`src/rtl/fpa_pkg.sv`:
```
// Package: fpa_pkg
// Shared defaults for the pipelined floating-point adder. The stage modules
// take their widths as parameters. These constants are the values the top
// module uses when it is instantiated without overrides.
package fpa_pkg;
    localparam int FPA_FRAC_W_DEF = 24;  // explicit fraction width, no hidden bit
    localparam int FPA_EXP_W_DEF  = 8;   // two's-complement exponent width
    localparam int FPA_DEPTH      = 4;   // register stages from input to output
endpackage

```
`src/rtl/fpa_exp_cmp.sv`:
```
// Module: fpa_exp_cmp (stage 1)
// Compares the two signed exponents and registers four things: the larger
// exponent, the distance between the exponents, the fraction that goes with
// the larger exponent ("big") and the fraction that goes with the smaller
// one ("small").
// Assumes: exponents in two's complement. The distance fits in EXP_W
// unsigned bits because the difference of two EXP_W-bit signed values is at
// most 2^EXP_W - 1 in magnitude.
module fpa_exp_cmp #(
    parameter int FRAC_W = 24,
    parameter int EXP_W  = 8
) (
    input  logic              clk,
    input  logic              rst_n,
    input  logic              v_i,
    input  logic [FRAC_W-1:0] a_frac_i,
    input  logic [EXP_W-1:0]  a_exp_i,
    input  logic [FRAC_W-1:0] b_frac_i,
    input  logic [EXP_W-1:0]  b_exp_i,
    output logic              v_o,
    output logic [EXP_W-1:0]  exp_o,
    output logic [EXP_W-1:0]  dist_o,
    output logic [FRAC_W-1:0] big_o,
    output logic [FRAC_W-1:0] small_o
);
    logic              b_larger;
    logic [EXP_W-1:0]  exp_n;
    logic [EXP_W-1:0]  dist_n;
    logic [FRAC_W-1:0] big_n;
    logic [FRAC_W-1:0] small_n;

    // Choose the larger exponent and route the fractions to match it.
    always_comb begin
        b_larger = $signed(a_exp_i) < $signed(b_exp_i);
        if (b_larger) begin
            exp_n   = b_exp_i;
            dist_n  = b_exp_i - a_exp_i;
            big_n   = b_frac_i;
            small_n = a_frac_i;
        end else begin
            exp_n   = a_exp_i;
            dist_n  = a_exp_i - b_exp_i;
            big_n   = a_frac_i;
            small_n = b_frac_i;
        end
    end

    // Stage-1 register.
    always_ff @(posedge clk) begin
        if (!rst_n) begin
            v_o     <= 1'b0;
            exp_o   <= '0;
            dist_o  <= '0;
            big_o   <= '0;
            small_o <= '0;
        end else begin
            v_o     <= v_i;
            exp_o   <= exp_n;
            dist_o  <= dist_n;
            big_o   <= big_n;
            small_o <= small_n;
        end
    end
endmodule

```
`src/rtl/fpa_align.sv`:
```
// Module: fpa_align (stage 2)
// Shifts the fraction of the smaller-exponent operand right by the exponent
// distance, so that both fractions share the larger exponent. Bits shifted
// out at the bottom are dropped. A distance of FRAC_W or more clears the
// shifted fraction. The larger-exponent fraction and the exponent pass
// through unchanged.
// Assumes: FRAC_W is representable in EXP_W unsigned bits.
module fpa_align #(
    parameter int FRAC_W = 24,
    parameter int EXP_W  = 8
) (
    input  logic              clk,
    input  logic              rst_n,
    input  logic              v_i,
    input  logic [EXP_W-1:0]  exp_i,
    input  logic [EXP_W-1:0]  dist_i,
    input  logic [FRAC_W-1:0] big_i,
    input  logic [FRAC_W-1:0] small_i,
    output logic              v_o,
    output logic [EXP_W-1:0]  exp_o,
    output logic [FRAC_W-1:0] big_o,
    output logic [FRAC_W-1:0] aln_o
);
    localparam logic [EXP_W-1:0] SHIFT_LIM = EXP_W'(FRAC_W);

    logic [FRAC_W-1:0] aln_n;

    // Right shift with saturation to zero for distances beyond the width.
    always_comb begin
        if (dist_i >= SHIFT_LIM) begin
            aln_n = '0;
        end else begin
            aln_n = small_i >> dist_i;
        end
    end

    // Stage-2 register.
    always_ff @(posedge clk) begin
        if (!rst_n) begin
            v_o   <= 1'b0;
            exp_o <= '0;
            big_o <= '0;
            aln_o <= '0;
        end else begin
            v_o   <= v_i;
            exp_o <= exp_i;
            big_o <= big_i;
            aln_o <= aln_n;
        end
    end
endmodule

```
`src/rtl/fpa_frac_add.sv`:
```
// Module: fpa_frac_add (stage 3)
// Adds the two aligned fractions as unsigned fixed-point values. One extra
// bit above the fraction keeps the carry, since two fractions below 1.0
// can sum to 1.0 or more.
// Assumes: both fractions are already aligned to the same exponent.
module fpa_frac_add #(
    parameter int FRAC_W = 24,
    parameter int EXP_W  = 8
) (
    input  logic              clk,
    input  logic              rst_n,
    input  logic              v_i,
    input  logic [EXP_W-1:0]  exp_i,
    input  logic [FRAC_W-1:0] big_i,
    input  logic [FRAC_W-1:0] aln_i,
    output logic              v_o,
    output logic [EXP_W-1:0]  exp_o,
    output logic [FRAC_W:0]   sum_o
);
    logic [FRAC_W:0] sum_n;

    // Widened unsigned addition.
    always_comb begin
        sum_n = {1'b0, big_i} + {1'b0, aln_i};
    end

    // Stage-3 register.
    always_ff @(posedge clk) begin
        if (!rst_n) begin
            v_o   <= 1'b0;
            exp_o <= '0;
            sum_o <= '0;
        end else begin
            v_o   <= v_i;
            exp_o <= exp_i;
            sum_o <= sum_n;
        end
    end
endmodule

```
`src/rtl/fpa_normalize.sv`:
```
// Module: fpa_normalize (stage 4)
// Brings the intermediate sum into normalized form, with the top fraction
// bit set. There are three cases:
//   carry into the integer bit -> shift right one place, exponent + 1
//   leading zeros u in fraction -> shift left u places, exponent - u
//   exact zero                  -> fraction 0, exponent 0, zero flag
// Assumes: the adjusted exponent stays inside the EXP_W range (no overflow
// detection is provided).
module fpa_normalize #(
    parameter int FRAC_W = 24,
    parameter int EXP_W  = 8
) (
    input  logic              clk,
    input  logic              rst_n,
    input  logic              v_i,
    input  logic [EXP_W-1:0]  exp_i,
    input  logic [FRAC_W:0]   sum_i,
    output logic              v_o,
    output logic [FRAC_W-1:0] frac_o,
    output logic [EXP_W-1:0]  exp_o,
    output logic              zero_o
);
    localparam int UW = $clog2(FRAC_W + 1);

    logic [UW-1:0]     lead_zeros;
    logic [FRAC_W-1:0] frac_n;
    logic [EXP_W-1:0]  exp_n;
    logic              zero_n;

    // Leading-zero count of the fraction part; the highest set bit wins.
    always_comb begin
        lead_zeros = UW'(FRAC_W);
        for (int i = 0; i < FRAC_W; i++) begin
            if (sum_i[i]) begin
                lead_zeros = UW'(FRAC_W - 1 - i);
            end
        end
    end

    // Select the normalization case and form the result fields.
    always_comb begin
        zero_n = 1'b0;
        if (sum_i[FRAC_W]) begin
            frac_n = sum_i[FRAC_W:1];
            exp_n  = exp_i + EXP_W'(1);
        end else if (sum_i[FRAC_W-1:0] == '0) begin
            frac_n = '0;
            exp_n  = '0;
            zero_n = 1'b1;
        end else begin
            frac_n = sum_i[FRAC_W-1:0] << lead_zeros;
            exp_n  = exp_i - EXP_W'(lead_zeros);
        end
    end

    // Output register.
    always_ff @(posedge clk) begin
        if (!rst_n) begin
            v_o    <= 1'b0;
            frac_o <= '0;
            exp_o  <= '0;
            zero_o <= 1'b0;
        end else begin
            v_o    <= v_i;
            frac_o <= frac_n;
            exp_o  <= exp_n;
            zero_o <= zero_n;
        end
    end
endmodule

```
`src/rtl/fpa_pipe_add.sv`:
```
// Module: fpa_pipe_add (top)
// Four-stage linear pipeline that adds two non-negative floating-point
// operands with explicit fractions. The stages are exponent compare,
// alignment, fraction add and normalize. Latency is four cycles, and one
// pair can be accepted every cycle.
// Assumes: no back-pressure; callers keep exponents away from range limits.
module fpa_pipe_add
    import fpa_pkg::*;
#(
    parameter int FRAC_W = FPA_FRAC_W_DEF,
    parameter int EXP_W  = FPA_EXP_W_DEF
) (
    input  logic              clk,
    input  logic              rst_n,
    input  logic              in_valid,
    input  logic [FRAC_W-1:0] a_frac,
    input  logic [EXP_W-1:0]  a_exp,
    input  logic [FRAC_W-1:0] b_frac,
    input  logic [EXP_W-1:0]  b_exp,
    output logic              out_valid,
    output logic [FRAC_W-1:0] out_frac,
    output logic [EXP_W-1:0]  out_exp,
    output logic              out_zero
);
    logic              s1_valid;
    logic [EXP_W-1:0]  s1_exp;
    logic [EXP_W-1:0]  s1_dist;
    logic [FRAC_W-1:0] s1_big;
    logic [FRAC_W-1:0] s1_small;

    logic              s2_valid;
    logic [EXP_W-1:0]  s2_exp;
    logic [FRAC_W-1:0] s2_big;
    logic [FRAC_W-1:0] s2_aln;

    logic              s3_valid;
    logic [EXP_W-1:0]  s3_exp;
    logic [FRAC_W:0]   s3_sum;

    fpa_exp_cmp #(.FRAC_W(FRAC_W), .EXP_W(EXP_W)) u_cmp (
        .clk(clk), .rst_n(rst_n), .v_i(in_valid),
        .a_frac_i(a_frac), .a_exp_i(a_exp), .b_frac_i(b_frac), .b_exp_i(b_exp),
        .v_o(s1_valid), .exp_o(s1_exp), .dist_o(s1_dist),
        .big_o(s1_big), .small_o(s1_small)
    );

    fpa_align #(.FRAC_W(FRAC_W), .EXP_W(EXP_W)) u_aln (
        .clk(clk), .rst_n(rst_n), .v_i(s1_valid),
        .exp_i(s1_exp), .dist_i(s1_dist), .big_i(s1_big), .small_i(s1_small),
        .v_o(s2_valid), .exp_o(s2_exp), .big_o(s2_big), .aln_o(s2_aln)
    );

    fpa_frac_add #(.FRAC_W(FRAC_W), .EXP_W(EXP_W)) u_add (
        .clk(clk), .rst_n(rst_n), .v_i(s2_valid),
        .exp_i(s2_exp), .big_i(s2_big), .aln_i(s2_aln),
        .v_o(s3_valid), .exp_o(s3_exp), .sum_o(s3_sum)
    );

    fpa_normalize #(.FRAC_W(FRAC_W), .EXP_W(EXP_W)) u_nrm (
        .clk(clk), .rst_n(rst_n), .v_i(s3_valid),
        .exp_i(s3_exp), .sum_i(s3_sum),
        .v_o(out_valid), .frac_o(out_frac), .exp_o(out_exp), .zero_o(out_zero)
    );
endmodule

```
`config.mk`:
```
export PLATFORM = sky130hd
export DESIGN_NAME = fpa_pipe_add
export DESIGN_NICKNAME = d
export VERILOG_FILES = /design/src/rtl/fpa_pkg.sv /design/src/rtl/fpa_exp_cmp.sv /design/src/rtl/fpa_align.sv /design/src/rtl/fpa_frac_add.sv /design/src/rtl/fpa_normalize.sv /design/src/rtl/fpa_pipe_add.sv
export SDC_FILE = /design/constraint.sdc
export NUM_CORES = 1
export LEC_CHECK = 0
export ABC_AREA = 1
export BUFFER_PORTS_ARGS = -buffer_cell sky130_fd_sc_hd__buf_2
export CAP_MARGIN = 5
export CORE_UTILIZATION = 50
export DETAILED_ROUTE_END_ITERATION = 7
export GPL_TIMING_DRIVEN = 0
export PLACE_DENSITY = 0.82
export RECOVER_POWER = 50
export SLEW_MARGIN = 10
export SYNTH_ARGS = -nofsm -noshare
export SYNTH_HDL_FRONTEND = slang
export SYNTH_HIERARCHICAL = 1
export SYNTH_SLANG_ARGS = --single-unit
```
`constraint.sdc`:
```
create_clock -name clk -period 3 [get_ports clk]
set_input_delay 0.15 -clock clk [delete_from_list [all_inputs] [get_ports clk]]
set_output_delay 0.15 -clock clk [all_outputs]
set_load 0.02 [all_outputs]
```
# Word level (Yosys, flattened, before mapping)
# Cells that the tools add are included.
[op_classes]
bitwise = 1
shifts = 2
order_cmp = 2
addsub = 5
n_mux = 33
reduce_logical = 3
[ops]
columns = ["op", "count"]
rows = [
  ["24-bit two-way mux", 4],
  ["5-bit two-way mux", 16],
  ["4-bit two-way mux", 8],
  ["8-bit two-way mux", 4],
  ["24-bit by 24-bit adder with 25-bit output", 1],
  ["24-bit logical NOT", 1],
  ["24-bit by 5-bit left shift with 24-bit output", 1],
  ["24-bit by 8-bit right shift with 24-bit output", 1],
  ["8-bit subtractor", 2],
  ["8-bit by 1-bit adder with 8-bit output (second input constant)", 1],
  ["8-bit by 5-bit greater-or-equal comparator with 1-bit output (second input constant)", 1],
  ["8-bit less-than comparator", 1],
  ["8-bit by 5-bit subtractor with 8-bit output", 1],
  ["2-bit OR reduction", 2],
  ["1-bit two-way mux", 1],
  ["1-bit inverter", 1],
]
[word_totals]
register_bits = 190
in_bits = 67
wordCells = 62
output_inout_bits = 34

# Depth between registers and ports, before layout
[logic_depth]
word_depth = 27
ltp_mapped = 34
mapped_depth_nobuf = 33

# Hierarchy
# Netlist, hierarchy kept.
[by_module_without_submodules]
columns = ["module", "cells_each", "seq_area_each_um2", "area_each_um2", "instances"]
rows = [
  ["fpa_exp_cmp", 421, 1301.2, 3075.4, 1],
  ["fpa_normalize", 503, 680.7, 2932.8, 1],
  ["fpa_align", 413, 1141.1, 2771.4, 1],
  ["fpa_frac_add", 451, 680.7, 2648.8, 1],
]

# Least setup slack after synthesis
# Ideal clock, no wire load.
[synth_timing]
kind = "reg2reg"
startpoint = "register u_add.sum_o[1]"
endpoint = "register u_nrm.exp_o[6]"
t_arrival_ns = 2.881
setup_time_ns = 0.071
path_stages_with_launch = 34
setup_slack_ns = 0.048
required_ns = 2.929
period_less_slack_ns = 2.952
path_buffers = 1
path_cell_list = "dfxtp_1 -> inv_2 -> nand2_1 -> nand2_1 -> nand2_1 -> nand2_1 -> nand2_1 -> nand2_1 -> nand2_1 -> nand2_1 -> nand2_1 -> nand2_1 -> nand2_1 -> nand2_1 -> nand2_1 -> nand2_1 -> nand2_1 -> nand2_1 -> nand2_1 -> nand2_1 -> nand2_1 -> nand2_2 -> nand2_4 -> nand2_4 -> buf_6 -> ha_1 -> fa_1 -> nand3b_1 -> and2_0 -> inv_1 -> a211oi_1 -> a21oi_1 -> o21ai_0 -> a21oi_1"
[synth_between]
elab_chain_cells = 26
word_cells_on_any_way = 27
cone_classes = "add/sub: 1; mux: 25; reduce/logical: 1"
[synth_lines]
columns = ["element", "line_no", "rtl"]
rows = [
  ["from (decl)", "fpa_frac_add.sv:18", "output logic [FRAC_W:0] sum_o"],
  ["from (signal assigned)", "fpa_frac_add.sv:36", "sum_o <= sum_n;"],
  ["4-bit two-way mux (7 in series)", "fpa_normalize.sv:34", "if (sum_i[i]) begin"],
  ["5-bit two-way mux (16 in series)", "fpa_normalize.sv:34", ""],
  ["8-bit by 5-bit subtractor with 8-bit output", "fpa_normalize.sv:52", "exp_n = exp_i - EXP_W'(lead_zeros);"],
  ["8-bit two-way mux *", "fpa_normalize.sv:46", "end else if (sum_i[FRAC_W-1:0] == '0) begin"],
  ["8-bit two-way mux *", "fpa_normalize.sv:43", "if (sum_i[FRAC_W]) begin"],
  ["to (signal assigned)", "fpa_normalize.sv:66", "exp_o <= exp_n;"],
  ["to (decl)", "fpa_normalize.sv:20", "output logic [EXP_W-1:0] exp_o,"],
]
# Mark *: on every way between the ends. The rest lies on a longest branch, timed or not.
# A chain may end at the register's enable or synchronous reset.

# Worst setup path in the final report
[layout_timing]
startpoint = "register u_add.sum_o[0]"
endpoint = "register u_nrm.exp_o[7]"
[layout_between]
elab_chain_cells = 27
word_cells_on_any_way = 28
cone_classes = "add/sub: 1; mux: 26; reduce/logical: 1"
[layout_lines]
columns = ["element", "line_no"]
rows = [
  ["4-bit two-way mux (8 in series)", "fpa_normalize.sv:34"],
  ["5-bit two-way mux (16 in series)", "fpa_normalize.sv:34"],
  ["8-bit by 5-bit subtractor with 8-bit output", "fpa_normalize.sv:52"],
  ["8-bit two-way mux *", "fpa_normalize.sv:46"],
  ["8-bit two-way mux *", "fpa_normalize.sv:43"],
]
# Marks and branches as above.

==> flow_summary_export.csv <==
group,metric,value,unit
outcome,status,"complete, but fails checks",
outcome,violations,"negative setup slack",
cells_and_area,seqCellArea,0.003810,mm^2
routing,route.vias.total,12648,
clock_network,cts_buffer_depth,2,
cells_and_area,antenna_cells,0,
routing,wire_per_inst,16.61,um
clock_network,cts_tree,"yes",
clock_network,cts_max_level,4,
floorplanning,die_h,153.2,um
timing,slew_viol_final,0,
timing,hold_violations,0,
clock_network,cts-root-buf,"clkbuf_16",
synthesis,synth_xor_area_share,0.6897,%
critical_path,cp-end-kind,"register",
cells_and_area,syn_to_final_growth,21.90,%
synthesis,synth_nets,1905,
synthesis,synth_top_family_by_area,"simple AND/OR/NAND/NOR gates",
power,irDropWorstVdd,0.0003752,V
hold_path,hp-class,"in2reg",
routing,drc,0,
timing,min_period,3306,ps
grt,antenna_found_initial,0,
timing,worst_pin_slew,766.5,ps
synthesis,synthMuxAreaShare,0,%
synthesis,synthCells,1788,
critical_path,max_stage_delay,350,ps
critical_path,crit_chain,"nor2_1 > o311ai_2 > nand3_1 > nand3_1 > nand3_1 > nand3_1 > nand3_1 > nand3_1 > nand3_1 > nand3_2 > nand2_4 > buf_8 > ha_1 > nand2_1 > nor2_2 > a211oi_2 > nor2_2 > o21ai_1 > inv_1 > nor4_2 > a21oi_1 > o21ai_1 > a21oi_1",
synthesis,seq_area_frac_synth,33.28,%
critical_path,crit_path_start_kind,"register",
critical_path,worstPathArrival,3610,ps
critical_path,reg2reg_slack,-310,ps
critical_path,worst-path-max-fanout,5,
clock_network,clkSlewWorstSetupHoldPaths,70,ps
place,dp_hpwl,26.90,mm
clock_network,clock-sinks,190,
critical_path,cp.required,3310,ps
grt,grt_max_degree,18,
floorplanning,start_util,51.73,%
clock_network,cts-buffers-inserted,17,
routing,drtPass1Iterations,8,
timing,fmax,302.5,MHz
timing,hold_ws,10.79,ps
timing,rsz0062_at_grt,"yes",
synthesis,synthesis.area,0.01143,mm^2
critical_path,crit_slowest_cell,"dfxtp_2",
hold_path,hold_path.startpoint,"a_exp[4]",
power,power_leakage,7.142,nW
synthesis,synthAdderAreaFrac,5.737,%
synthesis,ys_async_sr_fraction,0,%
place,port_buffers,100,
timing,maxSlewHeadroom,48.90,%
timing,period_share,110.2,%
timing,finalSetupViolCount,4,
floorplanning,rows,54,
critical_path,crit_type,"reg2reg",
power,powerDensity,773.0,mW/mm^2
synthesis,ys_warn_count,6,
grt,grt_pass1_vias,11978,
routing,vias_per_cell,5.557,
floorplanning,fp.dieW,153.2,um
critical_path,path_buf_inv,2,
synthesis,synthFlopType,"dfxtp_1",
synthesis,synth_cell_types,47,
synthesis,syn_area_per_cell,6.392,um^2
grt,grt_util_all_layers,31.49,%
hold_path,min_path_cells,3,
routing,ant_nets,0,
synthesis,yosys.area_share.simple,39.39,%
critical_path,crit_top_cell,"nand3_1",
synthesis,synth-compound-area-share,9.076,%
synthesis,synth_edf_count,0,
routing,drtIter0Drc,1282,
floorplanning,core-area,0.02209,mm^2
cells_and_area,utilization,63.05,%
cells_and_area,nFillCells,1938,
floorplanning,fp.dieArea,0.02347,mm^2
routing,wl,37.81,mm
critical_path,cp_top_family,"simple AND/OR/NAND/NOR gates",
timing,final.setup.worst_slack,-306.2,ps
clock_network,insertion_delay,440,ps
floorplanning,ios,101,
job,maxCapViolations,0,
synthesis,ys_ff_latch,190,
cells_and_area,multi_input_area,0.006635,mm^2
place,gp_congestion,0.9749,
hold_path,min_to,"u_cmp/exp_o[4]",
cells_and_area,drive_gt1_share,14.63,%
critical_path,r2r_end,"u_nrm/exp_o[7]",
critical_path,ff2ff_path_depth,23,
timing,skew,14.01,ps
critical_path,critPathLaunch,"u_add/sum_o[0]",
cells_and_area,nets,2100,
grt,grt_pass1_wl,58.91,mm
grt,grt-ovfl-total,0,
critical_path,r2r-start,"u_add/sum_o[0]",
==> layout by cell type (no fill, tap or decap), types with 6 or more instances in the layout <==
cell type,synthesis,layout
nor2_2,8,8
nand2_4,5,6
a21oi_2,6,15
buf_2,21,82
nand3_2,6,34
inv_1,227,224
nand3_1,280,252
inv_2,5,8
dlygate4sd3_1,0,59
nand2_1,463,440
clkbuf_1,34,73
nand2_2,16,37
o21ai_1,13,17
clkbuf_16,0,17
o21ai_0,74,69
dfxtp_1,190,185
buf_6,17,16
nor3_1,8,8
ha_1,46,43
buf_4,6,24
nand4_1,18,18
a21oi_1,83,72
nor2_1,206,206
==> through the flow <==
step / worst slack (ps) / instances / TNS [ps] / total power [mW] / instance area, um^2
floorplan: 48.14 / 1788 / 0 / 6.316 / 11430
global placement: -810.8 / 2168 / -3333 / 7.543 / 12280
detailed placement: -866.9 / 2168 / -3421 / 7.564 / 12280
CTS: -22.26 / 2266 / -40.71 / 10.13 / 13640
global route: -452.0 / 2276 / -3931 / 11.34 / 13930
finish: -306.2 / 2276 / -698.4 / 10.77 / 13930
==> what timing repair did <==
| action | CTS | global route |
|---|---|---|
| hold endpoints to repair | 41 | 0 |
| pin swaps | 4 | 28 |
| gates cloned | 0 | 0 |
| hold buffers | 59 | 0 |
| endpoints found under the setup margin | 10 | 23 |
| buffers inserted | 9 | 10 |
| resized for setup | 37 | 78 |
==> layout make-up <==
cell class / instances / share of cell area [%]
Multi-Input combinational cell: 1285 / 47.63
Sequential cell: 190 / 27.35
Timing Repair Buffer: 178 / 8.577
Inverter: 234 / 6.332
Buffer: 77 / 3.386
Clock buffer: 19 / 3.108
Tap cell: 280 / 2.515
Clock inverter: 13 / 1.105
==> synth_stat cells (2+ instances only) <==
master / number / area [um^2]
nand2_1: 463 / 1738
nand3_1: 280 / 1401
inv_1: 227 / 852.1
nor2_1: 206 / 773.2
dfxtp_1: 190 / 3804
a21oi_1: 83 / 415.4
o21ai_0: 74 / 370.4
ha_1: 46 / 575.6
clkbuf_1: 34 / 127.6
buf_2: 21 / 105.1
nand4_1: 18 / 112.6
buf_6: 17 / 191.4
nand2_2: 16 / 100.1
o21ai_1: 13 / 65.06
nor2_2: 8 / 50.05
nor3_1: 8 / 40.04
a21oi_2: 6 / 52.55
buf_4: 6 / 45.04
nand3_2: 6 / 60.06
inv_2: 5 / 18.77
nand2_4: 5 / 56.30
nand3b_1: 5 / 37.54
nor4_1: 5 / 31.28
xor2_1: 5 / 43.79
fa_1: 4 / 80.08
o211ai_1: 4 / 30.03
xnor2_1: 4 / 35.03
a211oi_1: 3 / 22.52
a31oi_1: 2 / 12.51
and2_0: 2 / 12.51
and2_1: 2 / 12.51
clkinv_1: 2 / 7.510
nor2_4: 2 / 22.52
nor3_2: 2 / 20.02
or2_1: 2 / 12.51
==> logic make-up after synthesis <==
family / Yosys count
xor+xnor: 9
simple gates: 1033
buf+inv: 313
fa+ha+maj: 50
compound gates: 193
flops: 190
==> per-layer routing <==
layer / global-route usage, % / vias up / routed length (um) / part of all wire (%)
met5: 0 / - / 0 / 0
met4: 16.21 / 0 / 1814 / 4.8
met3: 4.451 / 157 / 3067 / 8.1
met2: 55.82 / 729 / 18100 / 48
met1: 36.89 / 5669 / 14840 / 39
li1: - / 6093 / - / -
==> worst max-delay path by stage <==
stage,endpoint,slack [ps],depth (start not counted)
6_report,u_nrm/exp_o[7],-310,23
5_1_grt,u_nrm/exp_o[7],-450,23
4_1_cts,u_nrm/exp_o[6],-20,32
3_5_place_dp,u_nrm/exp_o[7],-870,16
3_3_place_gp,u_nrm/exp_o[7],-810,14
2_1_floorplan,u_nrm/exp_o[6],50,33
==> flip-flops by register name, summed over array words and instances (netlist names), 8 cells and up <==
signal / count
u_aln/aln_o: 24
u_cmp/small_o: 24
u_nrm/exp_o: 8
u_cmp/exp_o: 8
u_nrm/frac_o: 24
u_aln/big_o: 24
u_aln/exp_o: 8
u_add/exp_o: 8
u_add/sum_o: 25
u_cmp/dist_o: 8
u_cmp/big_o: 24
==> worst register-to-register path: stages (launching register included) <==
cell and delay (ps):
dfxtp_2 350, nor2_1 80, o311ai_2 230, nand3_1 130, nand3_1 100, nand3_1 70
nand3_1 80, nand3_1 80, nand3_1 80, nand3_1 100, nand3_2 100, nand2_4 90
buf_8 150, ha_1 260, nand2_1 110, nor2_2 50, a211oi_2 280, nor2_2 90
o21ai_1 190, inv_1 100, nor4_2 200, a21oi_1 110, o21ai_1 90, a21oi_1 70
==> power breakdown <==
group          switching (mW)  leakage (nW)  internal (mW)
logic                    3.51          5.28           1.89
registers               0.186          1.57           2.90
clock network            1.02         0.291           1.25
total                    4.72          7.14           6.04
(Power assumes the default switching activity.)
